<file path="config.mk">
export PLATFORM = sky130hd
export DESIGN_NAME = i2c_rd_engine
export DESIGN_NICKNAME = d
export VERILOG_FILES = /design/src/rtl/i2c_rd_pkg.sv /design/src/rtl/i2c_rd_sampler.sv /design/src/rtl/i2c_rd_ctrl.sv /design/src/rtl/i2c_rd_engine.sv
export SDC_FILE = /design/constraint.sdc
export NUM_CORES = 1
export LEC_CHECK = 0
export ABC_AREA = 1
export BUFFER_PORTS_ARGS = -buffer_cell sky130_fd_sc_hd__buf_2
export CAP_MARGIN = 40
export CORE_ASPECT_RATIO = 0.75
export CORE_MARGIN = 8
export CORE_UTILIZATION = 45
export CTS_CLUSTER_DIAMETER = 50
export DETAILED_ROUTE_END_ITERATION = 12
export PLACE_DENSITY = 0.65
export SETUP_SLACK_MARGIN = 0.05
export SLEW_MARGIN = 20
export SYNTH_ARGS = -nofsm -noshare
export SYNTH_HDL_FRONTEND = slang
export SYNTH_HIERARCHICAL = 1
export SYNTH_SLANG_ARGS = --single-unit
</file>
<file path="constraint.sdc">
create_clock -name clk -period 3.8 [get_ports clk]
set_clock_uncertainty 0.15 [all_clocks]
set_input_delay 0.57 -clock clk [delete_from_list [all_inputs] [get_ports clk]]
set_output_delay 0.57 -clock clk [all_outputs]
set_load 0.02 [all_outputs]
</file>
<file path="src/rtl/i2c_rd_pkg.sv">
package i2c_rd_pkg;
  typedef enum logic [2:0] {
    ST_IDLE,
    ST_ADDR,
    ST_SUB,
    ST_ACK,
    ST_TX,
    ST_MACK
  } rd_state_t;

  typedef enum logic [1:0] {
    AK_WR,
    AK_SUB,
    AK_RD
  } ack_kind_t;
endpackage

</file>
<file path="src/rtl/i2c_rd_sampler.sv">
module i2c_rd_sampler #(
  parameter int unsigned STAGES = 2
) (
  input  logic clk,
  input  logic rst_n,
  input  logic scl_i,
  input  logic sda_i,
  output logic scl_s,
  output logic sda_s,
  output logic scl_rise,
  output logic scl_fall,
  output logic start_p,
  output logic stop_p
);
  localparam int unsigned LAST = STAGES - 1;

  logic [LAST:0] scl_ff;
  logic [LAST:0] sda_ff;
  logic          scl_q;
  logic          sda_q;

  generate
    if (STAGES == 1) begin : g_single
      always_ff @(posedge clk or negedge rst_n) begin
        if (!rst_n) begin
          scl_ff <= '1;
          sda_ff <= '1;
        end else begin
          scl_ff <= scl_i;
          sda_ff <= sda_i;
        end
      end
    end else begin : g_chain
      always_ff @(posedge clk or negedge rst_n) begin
        if (!rst_n) begin
          scl_ff <= '1;
          sda_ff <= '1;
        end else begin
          scl_ff <= {scl_ff[LAST-1:0], scl_i};
          sda_ff <= {sda_ff[LAST-1:0], sda_i};
        end
      end
    end
  endgenerate

  always_ff @(posedge clk or negedge rst_n) begin
    if (!rst_n) begin
      scl_q <= 1'b1;
      sda_q <= 1'b1;
    end else begin
      scl_q <= scl_ff[LAST];
      sda_q <= sda_ff[LAST];
    end
  end

  assign scl_s    = scl_ff[LAST];
  assign sda_s    = sda_ff[LAST];
  assign scl_rise = scl_s & ~scl_q;
  assign scl_fall = ~scl_s & scl_q;
  assign start_p  = scl_s & scl_q & sda_q & ~sda_s;
  assign stop_p   = scl_s & scl_q & ~sda_q & sda_s;
endmodule

</file>
<file path="src/rtl/i2c_rd_ctrl.sv">
module i2c_rd_ctrl
  import i2c_rd_pkg::*;
#(
  parameter logic [6:0]  DEV_ADDR = 7'h2A,
  parameter int unsigned AW       = 4
) (
  input  logic          clk,
  input  logic          rst_n,
  input  logic          scl_s,
  input  logic          sda_s,
  input  logic          scl_rise,
  input  logic          scl_fall,
  input  logic          start_p,
  input  logic          stop_p,
  input  logic [7:0]    rd_data,
  output logic [AW-1:0] rd_addr,
  output logic          sda_low
);
  localparam logic [3:0]    BITS_PER_BYTE = 4'd8;
  localparam logic [3:0]    LAST_TX_BIT   = 4'd7;
  localparam logic [AW-1:0] PTR_ONE       = {{(AW-1){1'b0}}, 1'b1};

  rd_state_t     st;
  ack_kind_t     ak;
  logic [3:0]    bitcnt;
  logic [7:0]    shreg;
  logic [7:0]    txreg;
  logic [AW-1:0] ptr;
  logic          mack;
  logic          sda_low_q;

  always_ff @(posedge clk or negedge rst_n) begin
    if (!rst_n) begin
      st        <= ST_IDLE;
      ak        <= AK_WR;
      bitcnt    <= '0;
      shreg     <= '0;
      txreg     <= '0;
      ptr       <= '0;
      mack      <= 1'b0;
      sda_low_q <= 1'b0;
    end else if (stop_p) begin
      st        <= ST_IDLE;
      sda_low_q <= 1'b0;
    end else if (start_p) begin
      st        <= ST_ADDR;
      bitcnt    <= '0;
      sda_low_q <= 1'b0;
    end else begin
      unique case (st)
        ST_ADDR, ST_SUB: begin
          if (scl_rise && bitcnt < BITS_PER_BYTE) begin
            shreg  <= {shreg[6:0], sda_s};
            bitcnt <= bitcnt + 4'd1;
          end else if (scl_fall && bitcnt == BITS_PER_BYTE) begin
            if (st == ST_SUB) begin
              ptr       <= shreg[AW-1:0];
              ak        <= AK_SUB;
              st        <= ST_ACK;
              sda_low_q <= 1'b1;
            end else if (shreg[7:1] == DEV_ADDR) begin
              ak        <= shreg[0] ? AK_RD : AK_WR;
              st        <= ST_ACK;
              sda_low_q <= 1'b1;
            end else begin
              st <= ST_IDLE;
            end
          end
        end
        ST_ACK: begin
          if (scl_fall) begin
            bitcnt    <= '0;
            sda_low_q <= 1'b0;
            unique case (ak)
              AK_WR:   st <= ST_SUB;
              AK_SUB:  st <= ST_IDLE;
              default: begin
                st        <= ST_TX;
                txreg     <= rd_data;
                sda_low_q <= ~rd_data[7];
                ptr       <= ptr + PTR_ONE;
              end
            endcase
          end
        end
        ST_TX: begin
          if (scl_fall) begin
            if (bitcnt == LAST_TX_BIT) begin
              st        <= ST_MACK;
              sda_low_q <= 1'b0;
            end else begin
              txreg     <= {txreg[6:0], 1'b0};
              sda_low_q <= ~txreg[6];
              bitcnt    <= bitcnt + 4'd1;
            end
          end
        end
        ST_MACK: begin
          if (scl_rise) begin
            mack <= ~sda_s;
          end else if (scl_fall) begin
            if (mack) begin
              st        <= ST_TX;
              bitcnt    <= '0;
              txreg     <= rd_data;
              sda_low_q <= ~rd_data[7];
              ptr       <= ptr + PTR_ONE;
            end else begin
              st <= ST_IDLE;
            end
          end
        end
        default: ;
      endcase
    end
  end

  assign rd_addr = ptr;
  assign sda_low = sda_low_q;


  sda_scl_low_chk: assert property (@(posedge clk) disable iff (!rst_n)
    !$stable(sda_low_q) |-> (!$past(scl_s) || $past(start_p) || $past(stop_p)));


  ptr_step_chk: assert property (@(posedge clk) disable iff (!rst_n)
    (st == ST_TX && $past(st) != ST_TX) |-> ptr == $past(ptr) + PTR_ONE);


  no_ack_mismatch_chk: assert property (@(posedge clk) disable iff (!rst_n)
    (st == ST_ADDR && scl_fall && bitcnt == BITS_PER_BYTE && shreg[7:1] != DEV_ADDR
     && !start_p && !stop_p) |=> (st == ST_IDLE && !sda_low_q));


  start_restart_chk: assert property (@(posedge clk) disable iff (!rst_n)
    (start_p && !stop_p) |=> (st == ST_ADDR && bitcnt == 4'd0 && !sda_low_q));


  mack_release_chk: assert property (@(posedge clk) disable iff (!rst_n)
    (st == ST_MACK) |-> !sda_low_q);
endmodule

</file>
<file path="src/rtl/i2c_rd_engine.sv">
module i2c_rd_engine #(
  parameter logic [6:0]  DEV_ADDR    = 7'h2A,
  parameter int unsigned AW          = 4,
  parameter int unsigned SYNC_STAGES = 2
) (
  input  logic          clk,
  input  logic          rst_n,
  input  logic          scl_i,
  input  logic          sda_i,
  output logic          sda_low_o,
  output logic [AW-1:0] rd_addr_o,
  input  logic [7:0]    rd_data_i
);
  logic scl_s;
  logic sda_s;
  logic scl_rise;
  logic scl_fall;
  logic start_p;
  logic stop_p;

  i2c_rd_sampler #(
    .STAGES(SYNC_STAGES)
  ) u_sampler (
    .clk      (clk),
    .rst_n    (rst_n),
    .scl_i    (scl_i),
    .sda_i    (sda_i),
    .scl_s    (scl_s),
    .sda_s    (sda_s),
    .scl_rise (scl_rise),
    .scl_fall (scl_fall),
    .start_p  (start_p),
    .stop_p   (stop_p)
  );

  i2c_rd_ctrl #(
    .DEV_ADDR(DEV_ADDR),
    .AW      (AW)
  ) u_ctrl (
    .clk      (clk),
    .rst_n    (rst_n),
    .scl_s    (scl_s),
    .sda_s    (sda_s),
    .scl_rise (scl_rise),
    .scl_fall (scl_fall),
    .start_p  (start_p),
    .stop_p   (stop_p),
    .rd_data  (rd_data_i),
    .rd_addr  (rd_addr_o),
    .sda_low  (sda_low_o)
  );
endmodule

</file>
After elaboration in Yosys (flattened, before gate mapping). Cells that the tools add are included. W data, S select, Z words.

Bits in registers: 36. Input bits: 12.

Add/sub/neg operators: 2. Magnitude comparators: 1. Equality and inequality tests: 35. Muxes and demuxes: 57. Bitwise gates (word level): 16. Reductions and logical operators: 18.

Operator list (number): $mux W4 (16); $mux W7 (7); $mux W3 (11); $ne A4 B3 Y1 const B (6); $pmux W7 S3 (1); $reduce_and A9 Y1 (2); $pmux W4 S4 (1); $ne A3 B2 Y1 const B (5); $mux W1 (13); $ne A2 B1 Y1 const B (6); $pmux W3 S4 (1); $pmux W4 S3 (1); $reduce_and A11 Y1 (1); $reduce_and A10 Y1 (1); $not A1 Y1 (9); $add A4 B1 Y4 const B (2); $mux W2 (4); $ne A2 B2 Y1 const B (4); $ne A4 B4 Y1 const B (2); $reduce_and A4 Y1 (2); $reduce_and A8 Y1 (1); $and A1 B1 Y1 (7); $eq A7 B6 Y1 const B (1); $eq A3 B2 Y1 const B (2); other kinds (18) (23).

Longest topological paths before layout. Gate-level depths: netlist of run 1.

Depth in word-level cells: 8. Mapped depth: 12. Gate-level depth less buffers: 11.

By module. The synthesis of run 1 kept the hierarchy.

Modules (own cells, without submodules): i2c_rd_ctrl (times used 1, cells each 258, area an instance 1851.8 um^2, seq. area each 750.7 um^2); i2c_rd_sampler (times used 1, cells each 17, area an instance 198.9 um^2, seq. area each 157.7 um^2).

Worst setup path after synthesis of run 1. Ideal clock, no wire load.

Path kind: reg-to-reg. Start point: reg u_sampler.scl_ff[1]. End point: reg u_ctrl.st[2]. Arrival time: 1626 ps. Required time: 3533 ps. Slack: 1907 ps. Stages on the path, launching flop included: 11. Path buffers: 1. Path through: dfstp_2 nand2_1 nor2_1 nor2_1 buf_6 nand3_2 nand2_1 nor2_2 nand3_1 nand2_1 nand2_1.

Longest elaborated chain between the ends: 5.

Ends and longest elaborated chain: start: declaration (line i2c_rd_sampler.sv:17) `logic [LAST:0] scl_ff;`; start signal: assignment (line i2c_rd_sampler.sv:39) `scl_ff <= {scl_ff[LAST-1:0], scl_i};`; $and A1 B1 Y1 * (3 in series) (line i2c_rd_sampler.sv:60) `assign start_p = scl_s & scl_q & sda_q & ~sda_s;`; via start_p (line i2c_rd_engine.sv:18) `logic start_p;`; $ne A4 B3 Y1 (no line) (tied with other cells); $reduce_and A8 Y1 (no line) / $mux W3 (equally long branches); end signal: assignment (line i2c_rd_ctrl.sv:34) `st <= ST_IDLE;`; end signal: assignment (line i2c_rd_ctrl.sv:43) `st <= ST_IDLE;`; end signal: assignment (line i2c_rd_ctrl.sv:46) `st <= ST_ADDR;`; end: declaration (line i2c_rd_ctrl.sv:23) `rd_state_t st;`.

Mark *: on every way through the listed nets, which the timed path passes. The rest lies on a longest branch. A chain may end at the register's enable or synchronous reset.

Worst setup path in the final report of run 1.
Start point: reg u_sampler.sda_ff[1]. End point: reg u_ctrl.st[0].

Longest elaborated chain between the ends: 4.

Ends and longest elaborated chain: start: declaration (line i2c_rd_sampler.sv:18) `logic [LAST:0] sda_ff;`; start signal: assignment (line i2c_rd_sampler.sv:40) `sda_ff <= {sda_ff[LAST-1:0], sda_i};`; $not A1 Y1 * (line i2c_rd_sampler.sv:60); $and A1 B1 Y1 * (line i2c_rd_sampler.sv:60); via start_p (line i2c_rd_engine.sv:18); $ne A4 B3 Y1 (no line) (tied with other cells); $reduce_and A8 Y1 (no line) / $mux W3 (equally long branches).

Marked as above.

==> reports/results.txt, run 1 <==
Status - complete, but fails checks
Failing checks - negative hold slack
Mapped Nets - 290
Max Cap Violations - 0
First-pass GRT wire length - 7570 um
Initial Utilization - 46.5%
Layout fillers - 433
Total Wirelength - 4310 um
Detail Route Antenna Nets - 0
Via count - 1,711
Setup CP Type - reg2reg
Die area - 7000 um^2
Post-route DRC - 0
Sequential area share after synthesis - 44.3%
Cell type with the highest aggregate area in the netlist - dfrtp_1
Setup TNS - 0 ps
Diode count - 0
Post-synthesis cell count - 275
Leak pwr - 1.27 nW
Worst setup margin - 1450 ps
CTS root buf - clkbuf_8
Port bufs - 16
Cell variety after synth - 26
Fin. Hold Viols - 8
Initial DRC count - 134
Clock latency on the worst-skew pair - 300 ps
RSZ-0062 raised after global routing - false
H-tree depth - 2
Die Wd - 94.0 um
Initial antenna violation count - 0
# Post-CTS Setup Buffers - 0
Pre-CTS setup slack - 1460 ps
Standard-cell rows - 21
Largest net degree at the start of global routing - 37
Min Tclk post-route - 2350 ps
Top cells by area, synth - dfrtp_1, nand2_1, dfstp_2, inv_1, nand3_1
Gr ovfl total - 0
Post-cts hold buffer count - 0
Critical path fanouts, max - 17
GRT Overall Usage - 13.9%
RD Place Congestion - 0.946
Fmax - 426 MHz
Mapped Avg Cell Area - 7.46 um^2
Period utilisation layout - 61.8%
Wire per inst - 12.2 um
Share of the synthesized area in the top cell type - 36.6%
Clk buf depth - 2
TritonRoute pass-1 iters - 4
Final Slew Violations - 0
Vias per inst - 4.85
Synth warnings - 6
Flops & latches, synth - 36
Crit. End Element - flip-flop
Core footprint - 4410 um^2
CP arrival - 2440 ps
Chip height - 74.5 um
VDD IR max - 296 uV
Slew @ Worst Pin - 642 ps
Clock transition at path regs - 80 ps
CTS buffer count - 5
Ports - 17
Hold_ws - -14.1 ps
CP Launch Type - flip-flop
Share of cells above drive strength 1 - 16.6%
Hold Crit Class - in2async
CTS tree - done
Area growth from synthesis to layout - 11.2%
Post-CTS resize count - 0
PD cells - 404 nW/um^2
Clk sinks - 36
Worst rel slew slack - 57.0%
DP HPWL - 3220 um
Number of nets in the layout - 310
WP data required - 3900 ps
Setup violators final - 0
Synthesized cell area - 2050 um^2
Vias in the first global route - 1,630
## stage by stage
| stage | cells | area [um^2] | util (%) | power [W] |
|---|---|---|---|---|
| after floorplan | 275 | 2050 | - | 0.000591 |
| after CTS | 352 | 2260 | 51.2 | 0.000926 |
| final | 353 | 2280 | 51.6 | 0.000921 |
| after detailed placement | 344 | 2170 | 49.1 | 0.000640 |
| after global routing | 353 | 2280 | 51.6 | 0.000990 |
| after global placement | 344 | 2170 | 49.1 | 0.000637 |
## sequential cells by signal, indices dropped and copies added (netlist names)
signal            flops
u_sampler/sda_ff      2
u_ctrl/mack           1
u_sampler/sda_q       1
u_ctrl/ak             2
u_ctrl/st             3
u_ctrl/bitcnt         4
u_ctrl/shreg          8
u_ctrl/txreg          7
u_ctrl/rd_addr        4
u_sampler/scl_q       1
u_sampler/scl_ff      2
u_ctrl/sda_low        1
## cell type report
class	instances	area (um^2)	share of cell area, %
inverters	32	121	5.32
repair buffers	17	100	4.39
well taps	57	71.3	3.13
multi-input cells	203	988	43.4
clock buffers	8	90.1	3.95
flip-flops and latches	36	908	39.8
## cells in the final DEF, fill, tap and decap left out, types with 7 or more instances in the layout
cell type   n
a21oi_1     7
o21ai_1     8
nor2_1     25
nand3_1    19
dfrtp_1    30
o21ai_0    12
buf_2      16
inv_1      30
nand2_1    97
## metal layers
layer  global-route usage, %  wire, um  vias to the layer above  part of all wire [%]
met4                    5.78        52                        0                   1.2
met5                       0         0                        -                     0
met2                    20.4      1780                       35                    41
li1                        -         -                      905                     -
met1                    18.6      2220                      764                    51
met3                    4.13       256                        7                   5.9
## synthesized netlist by cell type, drive strengths merged
| cell | count |
|---|---|
| mux2i | 6 |
| nand4 | 1 |
| nand2 | 103 |
| ha | 3 |
| nand3 | 20 |
| xnor2 | 2 |
| buf | 4 |
| clkinv | 1 |
| dfrtp | 30 |
| inv | 31 |
| xor2 | 2 |
| mux2 | 1 |
| nor2 | 31 |
| a21oi | 8 |
| nor3 | 3 |
| dfstp | 6 |
| o21ai | 23 |
## power by group
part / total [W] / internal, W / switching (W)
clock network: 0.000283 / 0.000148 / 0.000135
logic: 0.000170 / 0.0000675 / 0.000103
registers: 0.000468 / 0.000429 / 0.0000384
## worst paths after layout
kind / startpoint / endpoint / slack [ps] / depth (start not counted)
max in group asynchronous: rst_n / u_sampler/sda_ff[0] / 3000 / 2
setup reg to reg: u_sampler/sda_ff[1] / u_ctrl/st[0] / 1450 / 10
setup / recovery: u_sampler/sda_ff[1] / u_ctrl/st[0] / 1450 / 10
min in group clk: u_sampler/scl_ff[0] / u_sampler/scl_ff[1] / 210 / 0
hold reg to reg: u_sampler/scl_ff[0] / u_sampler/scl_ff[1] / 210 / 0
hold / removal: rst_n / u_ctrl/ak[0] / -10 / 1
## logic make-up after synthesis
family	count (synthesis)	synth area share, %
AOI/OAI and AO/OA	31	8.30
xor gates and xnor gates	4	1.71
adders and majority gates	3	1.83
buffers and inverters	36	7.50
DFF	36	44.3
muxes	7	3.48
and+or+nand+nor	158	32.9
## worst max-delay path, cell delays in order, from the launching register on
cell and delay [ps]:
dfstp_2 560, inv_1 40, nand2_1 50, nor2_1 100, nor2_1 520, nand3_2 420, nand2_1 170, nor2_2 60
nand3_1 110, nand2_1 60, nand2_1 60
No activity file was read; power rests on OpenSTA's default activity.
==> inputs of run 2 (changes only) <==
--- a/config.mk
+++ b/config.mk
@@ -13,7 +13,7 @@
 export CORE_UTILIZATION = 45
 export CTS_CLUSTER_DIAMETER = 50
 export DETAILED_ROUTE_END_ITERATION = 12
-export PLACE_DENSITY = 0.65
+export PLACE_DENSITY = 0.67
 export SETUP_SLACK_MARGIN = 0.05
 export SLEW_MARGIN = 20
 export SYNTH_ARGS = -nofsm -noshare
==> constraint.sdc (replaced) <==
create_clock -name clk -period 2 [get_ports clk]
set_clock_uncertainty 0.15 [all_clocks]
set_input_delay 0.3 -clock clk [delete_from_list [all_inputs] [get_ports clk]]
set_output_delay 0.3 -clock clk [all_outputs]
set_load 0.02 [all_outputs]
==> run 2 against run 1 <==
  * The run now ends clean
  * First-iteration DRC count rose by 13%
  * Worst setup slack lost 1300 ps
  * Core utilization is 3.0 points higher
  * Global-route usage down 0.55 points
  * Critical endpoint unchanged
  * Final cell count grew 3.4%
  * Worst hold slack improved by 150 ps
==> reports/results.txt, run 2 (same netlist as run 1, synthesis figures left out) <==
Status - complete, no violations
Setup CP Type - reg2reg
Ports - 17 (unchanged)
CP arrival - 1840 ps (-600 ps)
Initial DRC count - 151 (+13%)
Clk sinks - 36 (unchanged)
Net switching power - 0.000523 W (+89%)
RSZ-0062 raised after global routing - false
Clock latency on the worst-skew pair - 290 ps (about the same)
Chip height - 74.5 um (unchanged)
Most frequent cells in the layout - nand2_1, dfrtp_1, inv_1, nor2_1, nand3_1
First-pass GRT wire length - 7400 um (-2.2%)
Detail Route Antenna Nets - 0 (unchanged)
Clk buf depth - 2 (unchanged)
Min Tclk post-route - 1820 ps (-524 ps)
CTS buffer count - 5 (unchanged)
CTS root buf - clkbuf_8
Sequential cell area - 908 um^2 (unchanged)
Layout fillers - 415 (-4.2%)
DP HPWL - 3330 um (+3.2%)
Leak pwr - 1.33 nW (+4.4%)
GRT Overall Usage - 13.3% (-0.55 points)
Core footprint - 4410 um^2 (unchanged)
CP Launch Type - flip-flop
Vias per inst - 4.84 (-0.24%)
# Post-CTS Setup Buffers - 0 (unchanged)
Clock transition at path regs - 60 ps (-20 ps)
Worst rel slew slack - 81.8% (+25 points)
DP Area - 2260 um^2 (+4.0%)
Sequential share of power - 51.4% (+0.6 points)
VDD IR max - 570 uV (+93%)
Biggest registers after layout - u_ctrl/shreg (8), u_ctrl/txreg (7)
Die Wd - 94.0 um (unchanged)
Final Slew Violations - 0 (unchanged)
Initial Utilization - 46.5% (unchanged)
Hold Crit Class - in2reg
PD cells - 715 nW/um^2 (+77%)
Non-filler instance count after layout - 365 (+3.4%)
Slew @ Worst Pin - 272 ps (-370 ps)
Hold_ws - 131 ps (+145 ps)
Die area - 7000 um^2 (unchanged)
Switching Fraction - 30.3% (+0.29 points)
Crit. End Element - flip-flop
Pint - 0.00120 W (+87%)
Largest net degree at the start of global routing - 37 (unchanged)
WP data required - 2020 ps (-1880 ps)
Number of nets in the layout - 322 (+3.9%)
Period utilisation layout - 91.1% (+29 points)
Combinational power share - 20.5% (+2.0 points)
Placed insts - 354 (+2.9%)
H-tree depth - 2 (unchanged)
Clock power frac - 28.1% (-2.6 points)
Standard-cell rows - 21 (unchanged)
RD Place Congestion - 0.904 (-4.4%)
Via count - 1,765 (+3.2%)
Max reg flops - 8 (unchanged)
CTS tree - done
Vias in the first global route - 1,713 (+5.1%)
Area of the multi-input gates - 1030 um^2 (+4.6%)
Critical path fanouts, max - 8 (-9)
Worst setup margin - 177 ps (-1280 ps)
Area growth from synthesis to layout - 17.7%
Fmax - 549 MHz (+29%)
Setup TNS - 0 ps (unchanged)
Gr ovfl total - 0 (unchanged)
Total Wirelength - 4380 um (+1.6%)
Post-route DRC - 0 (unchanged)
Share of cells above drive strength 1 - 21.8% (+5.2 points)
Most common cell after layout, fill and taps aside - nand2_1
Pre-CTS setup slack - 52.2 ps (-1410 ps)
Wire per inst - 12.0 um (-1.8%)
TritonRoute pass-1 iters - 4 (unchanged)
Fin. Hold Viols - 0 (-8)
Final std cell area, no fill - 2410 um^2 (+5.9%)
Port bufs - 16 (unchanged)
Diode count - 0 (unchanged)
Reg with most FFs - u_ctrl/shreg
Setup violators final - 0 (unchanged)
Max Cap Violations - 0 (unchanged)
Initial antenna violation count - 0 (unchanged)
[run 2: changes by cell type in the layout (fill, tap and decap cells not counted), sizes merged]
cell / before / now
buf: 17 / 26
dlygate4sd3: 0 / 3
clkbuf: 8 / 7
clkinv: 1 / 2
[run 2: path summary, 6_finish.rpt]
path,startpoint,endpoint,slack (ps),depth (start not counted)
max in group asynchronous,rst_n,u_sampler/scl_ff[1],1080,3
min in group asynchronous,rst_n,u_ctrl/shreg[5],360,3
max reg2reg,u_ctrl/st[2],u_ctrl/st[0],180,9
min,rd_data_i[0],u_ctrl/txreg[0],130,3
min reg2reg,u_sampler/scl_ff[0],u_sampler/scl_ff[1],210,0
max,u_ctrl/st[2],u_ctrl/st[0],180,9
[run 2: metrics by stage]
stage | utilization (%) | power, W
2_1_floorplan | - | 0.00112
3_3_place_gp | 51.1 | 0.00122
3_5_place_dp | 51.1 | 0.00124
4_1_cts | 53.7 | 0.00173
5_1_grt | 54.7 | 0.00183
6_report | 54.7 | 0.00173
[run 2: layout make-up]
| cell class | count | area share (%) |
|---|---|---|
| inverters | 32 | 5.03 |
| repair buffers | 29 | 8.19 |
| well taps | 57 | 2.95 |
| clock inverters | 1 | 0.207 |
| multi-input cells | 203 | 42.8 |
| clock buffers | 7 | 3.16 |
| flip-flops and latches | 36 | 37.6 |
[run 2: timing repair]
action / in CTS / in global routing
pin swaps: 0 / 1
gates resized for setup: 1 / 12
hold endpoints to repair: 32 / 0
hold buffers: 3 / 0
endpoints found under the setup margin: 1 / 26
[run 2: metal layers]
| metal | track usage (%) | part of all wire [%] | up-vias |
|---|---|---|---|
| met1 | 18.0 | 50 | 805 |
| met2 | 20.0 | 44 | 30 |
| met3 | 3.53 | 4.9 | 5 |
| met4 | 4.73 | 0.87 | 0 |
| li1 | - | - | 925 |
| met5 | 0 | 0 | - |
[run 2: power by group through the flow]
stage | Clock, W | Sequential [W] | Combinational [W]
floorplan | 0 | 0.000893 | 0.000230
global placement | 0 | 0.000898 | 0.000322
detailed placement | 0 | 0.000898 | 0.000338
CTS | 0.000501 | 0.000885 | 0.000345
global route | 0.000531 | 0.000898 | 0.000397
finish | 0.000485 | 0.000888 | 0.000353
[run 2: worst max-delay path, stage by stage, from the launching register on]
cell     delay (ps)
dfrtp_1         480
inv_2           100
nor2_4          200
nand2_1         140
nand2_2         160
inv_1           140
nand2_1         100
a21oi_1         100
nand2_1          90
nand2_1          60
==> inputs of run 3 (changes only) <==
--- a/config.mk
+++ b/config.mk
@@ -8,12 +8,12 @@
 export ABC_AREA = 1
 export BUFFER_PORTS_ARGS = -buffer_cell sky130_fd_sc_hd__buf_2
 export CAP_MARGIN = 40
-export CORE_ASPECT_RATIO = 0.75
 export CORE_MARGIN = 8
 export CORE_UTILIZATION = 45
+export CTS_BUF_LIST = sky130_fd_sc_hd__clkbuf_8
 export CTS_CLUSTER_DIAMETER = 50
 export DETAILED_ROUTE_END_ITERATION = 12
-export PLACE_DENSITY = 0.67
+export PLACE_DENSITY = 0.65
 export SETUP_SLACK_MARGIN = 0.05
 export SLEW_MARGIN = 20
 export SYNTH_ARGS = -nofsm -noshare
==> constraint.sdc (replaced) <==
create_clock -name clk -period 2.2 [get_ports clk]
set_clock_uncertainty 0.15 [all_clocks]
set_input_delay 0.33 -clock clk [delete_from_list [all_inputs] [get_ports clk]]
set_output_delay 0.33 -clock clk [all_outputs]
set_load 0.02 [all_outputs]
==> run 3 against run 2 <==
  * Critical path depth is 2 higher
  * Final cell count is 2.7% lower
  * Register-to-register slack better by 70 ps
  * Worst setup slack better by 66 ps
  * Non-clock buffer count is 5 lower
  * Total power is 3.8% lower
  * Cell area is 2.3% lower
==> reports/results.txt, run 3 (same netlist as run 1, synthesis figures left out) <==
Leak pwr - 1.32 nW (-0.62%)
WP data required - 2210 ps (+190 ps)
Crit. End Element - flip-flop
Setup CP Type - reg2reg
# Post-CTS Setup Buffers - 0 (unchanged)
Wire per inst - 12.1 um (+0.61%)
R2R Path Start - u_sampler/sda_ff[1]
Via count - 1,778 (+0.74%)
Vias per inst - 5.01 (+3.6%)
Critical path startpoint - u_sampler/sda_ff[1]
Share of cells above drive strength 1 - 17.8% (-3.9 points)
Power, Total - 0.00166 W (-3.8%)
DP HPWL - 3220 um (-3.1%)
Gr ovfl total - 0 (unchanged)
Die Wd - 83.5 um (-11%)
Slew @ Worst Pin - 390 ps (+118 ps)
Standard-cell rows - 24 (+14%)
Total Wirelength - 4280 um (-2.1%)
Critical path fanouts, max - 6 (-2)
Initial Utilization - 46.8% (+0.32 points)
Top cell by count, worst path - nand2_1
Min Tclk post-route - 1960 ps (+134 ps)
Post-route DRC - 0 (unchanged)
Critical Path Slowest Stage Cell - dfstp_2
RSZ-0062 raised after global routing - false
H-tree depth - 2 (unchanged)
CP peak stage delay - 560 ps (+80 ps)
CP Launch Type - flip-flop
Max Cap Violations - 0 (unchanged)
Setup TNS - 0 ps (unchanged)
Worst setup margin - 243 ps (+65.9 ps)
Worst-path cell chain - inv_1, nand2_1, nor2_1, nor2_1, nand2_1, nor2_1, nand3_1, nand2_1, inv_1, nand2_1, o21ai_0
Worst rel slew slack - 73.9% (-7.9 points)
Pre-CTS setup slack - 290 ps (+238 ps)
Clk sinks - 36 (unchanged)
CTS buffer count - 5 (unchanged)
VDD IR max - 459 uV (-20%)
Fin. Hold Viols - 0 (unchanged)
Hold Crit Class - in2reg
Hold Startpoint - rd_data_i[0]
GRT Overall Usage - 13.0% (-0.33 points)
Largest net degree at the start of global routing - 37 (unchanged)
Core footprint - 4380 um^2 (-0.68%)
Final Slew Violations - 0 (unchanged)
CTS root buf - clkbuf_8
Initial DRC count - 96 (-36%)
Max reg flops - 8 (unchanged)
Clock transition at path regs - 70 ps (about the same)
Biggest registers after layout - u_ctrl/shreg (8), u_ctrl/txreg (7)
Reg with most FFs - u_ctrl/shreg
TritonRoute pass-1 iters - 4 (unchanged)
Number of nets in the layout - 317 (-1.6%)
Initial antenna violation count - 0 (unchanged)
Clk buf depth - 2 (unchanged)
Vias in the first global route - 1,762 (+2.9%)
CTS tree - done
Period utilisation layout - 88.9% (-2.2 points)
Die area - 6970 um^2 (-0.32%)
Most common cell after layout, fill and taps aside - nand2_1
Setup violators final - 0 (unchanged)
Chip height - 83.5 um (+12%)
Detail Route Antenna Nets - 0 (unchanged)
Post-CTS resize count - 0 (-1)
RD Place Congestion - 0.930 (+2.9%)
Ports - 17 (unchanged)
CP arrival - 1970 ps (+130 ps)
Fmax - 511 MHz (-6.9%)
Layout fillers - 452 (+8.9%)
Area growth from synthesis to layout - 15.0%
Clock latency on the worst-skew pair - 280 ps (about the same)
First-pass GRT wire length - 7710 um (+4.1%)
Most frequent cells in the layout - nand2_1, inv_1, dfrtp_1, nor2_1, nand3_1
PD cells - 705 nW/um^2 (-1.5%)
Diode count - 0 (unchanged)
Status - complete, no violations
Port bufs - 16 (unchanged)
run 3: area by class of cell:
cell class                      instances  area (um^2)  area share (%)
Sequential cell                        36          908            38.5
Clock inverter                          3         38.8            1.64
Timing Repair Buffer                   24          168            7.11
Clock buffer                            5         68.8            2.92
Inverter                               32          121            5.15
Tap cell                               52         65.1            2.76
Multi-Input combinational cell        203          988            41.9
run 3: report_power, final:
group / total (W) / leakage, nW / switching (W) / internal (W)
clock: 0.000562 / 0.0593 / 0.000230 / 0.000332
combinational: 0.000295 / 0.824 / 0.000172 / 0.000124
sequential: 0.000805 / 0.436 / 0.0000638 / 0.000741
total: 0.00166 / 1.32 / 0.000466 / 0.00120
run 3: through the flow:
step	util [%]	area, um^2	cells	hold WS [ps]
2_1_floorplan	-	2050	275	-116
3_3_place_gp	50.0	2190	343	196
3_5_place_dp	50.0	2190	343	199
4_1_cts	52.9	2320	353	15.2
5_1_grt	53.8	2360	355	177
6_report	53.8	2360	355	164
run 3: per-layer routing:
layer	GRT usage [%]	share of wire, %	vias to the layer above
li1	-	-	914
met1	15.7	48	824
met2	21.7	47	38
met3	4.49	4.7	2
met4	2.83	0.19	0
met5	0	0	-
run 3: final timing paths:
check                                 endpoint  cells past startpoint  slack, ps
min reg2reg                u_sampler/scl_ff[1]                      0        210
max                               u_ctrl/ak[1]                     11        240
min in group asynchronous     u_ctrl/bitcnt[2]                      2        330
min                            u_ctrl/txreg[0]                      3        160
max in group asynchronous      u_sampler/scl_q                      3       1070
max reg2reg                       u_ctrl/ak[1]                     11        240
run 3: worst max-delay path: cells and delay by family (launching register included):
kind,cells,cell delay (ps)
AOI/OAI and AO/OA,1,80
and+or+nand+nor,8,970
buffers and inverters,2,70
DFF,1,560
run 3: repair_timing:
item / 4_1_cts / 5_1_grt
endpoints found under the hold margin: 2 / 12
setup endpoints to repair: 0 / 0
hold buffers: 2 / 1
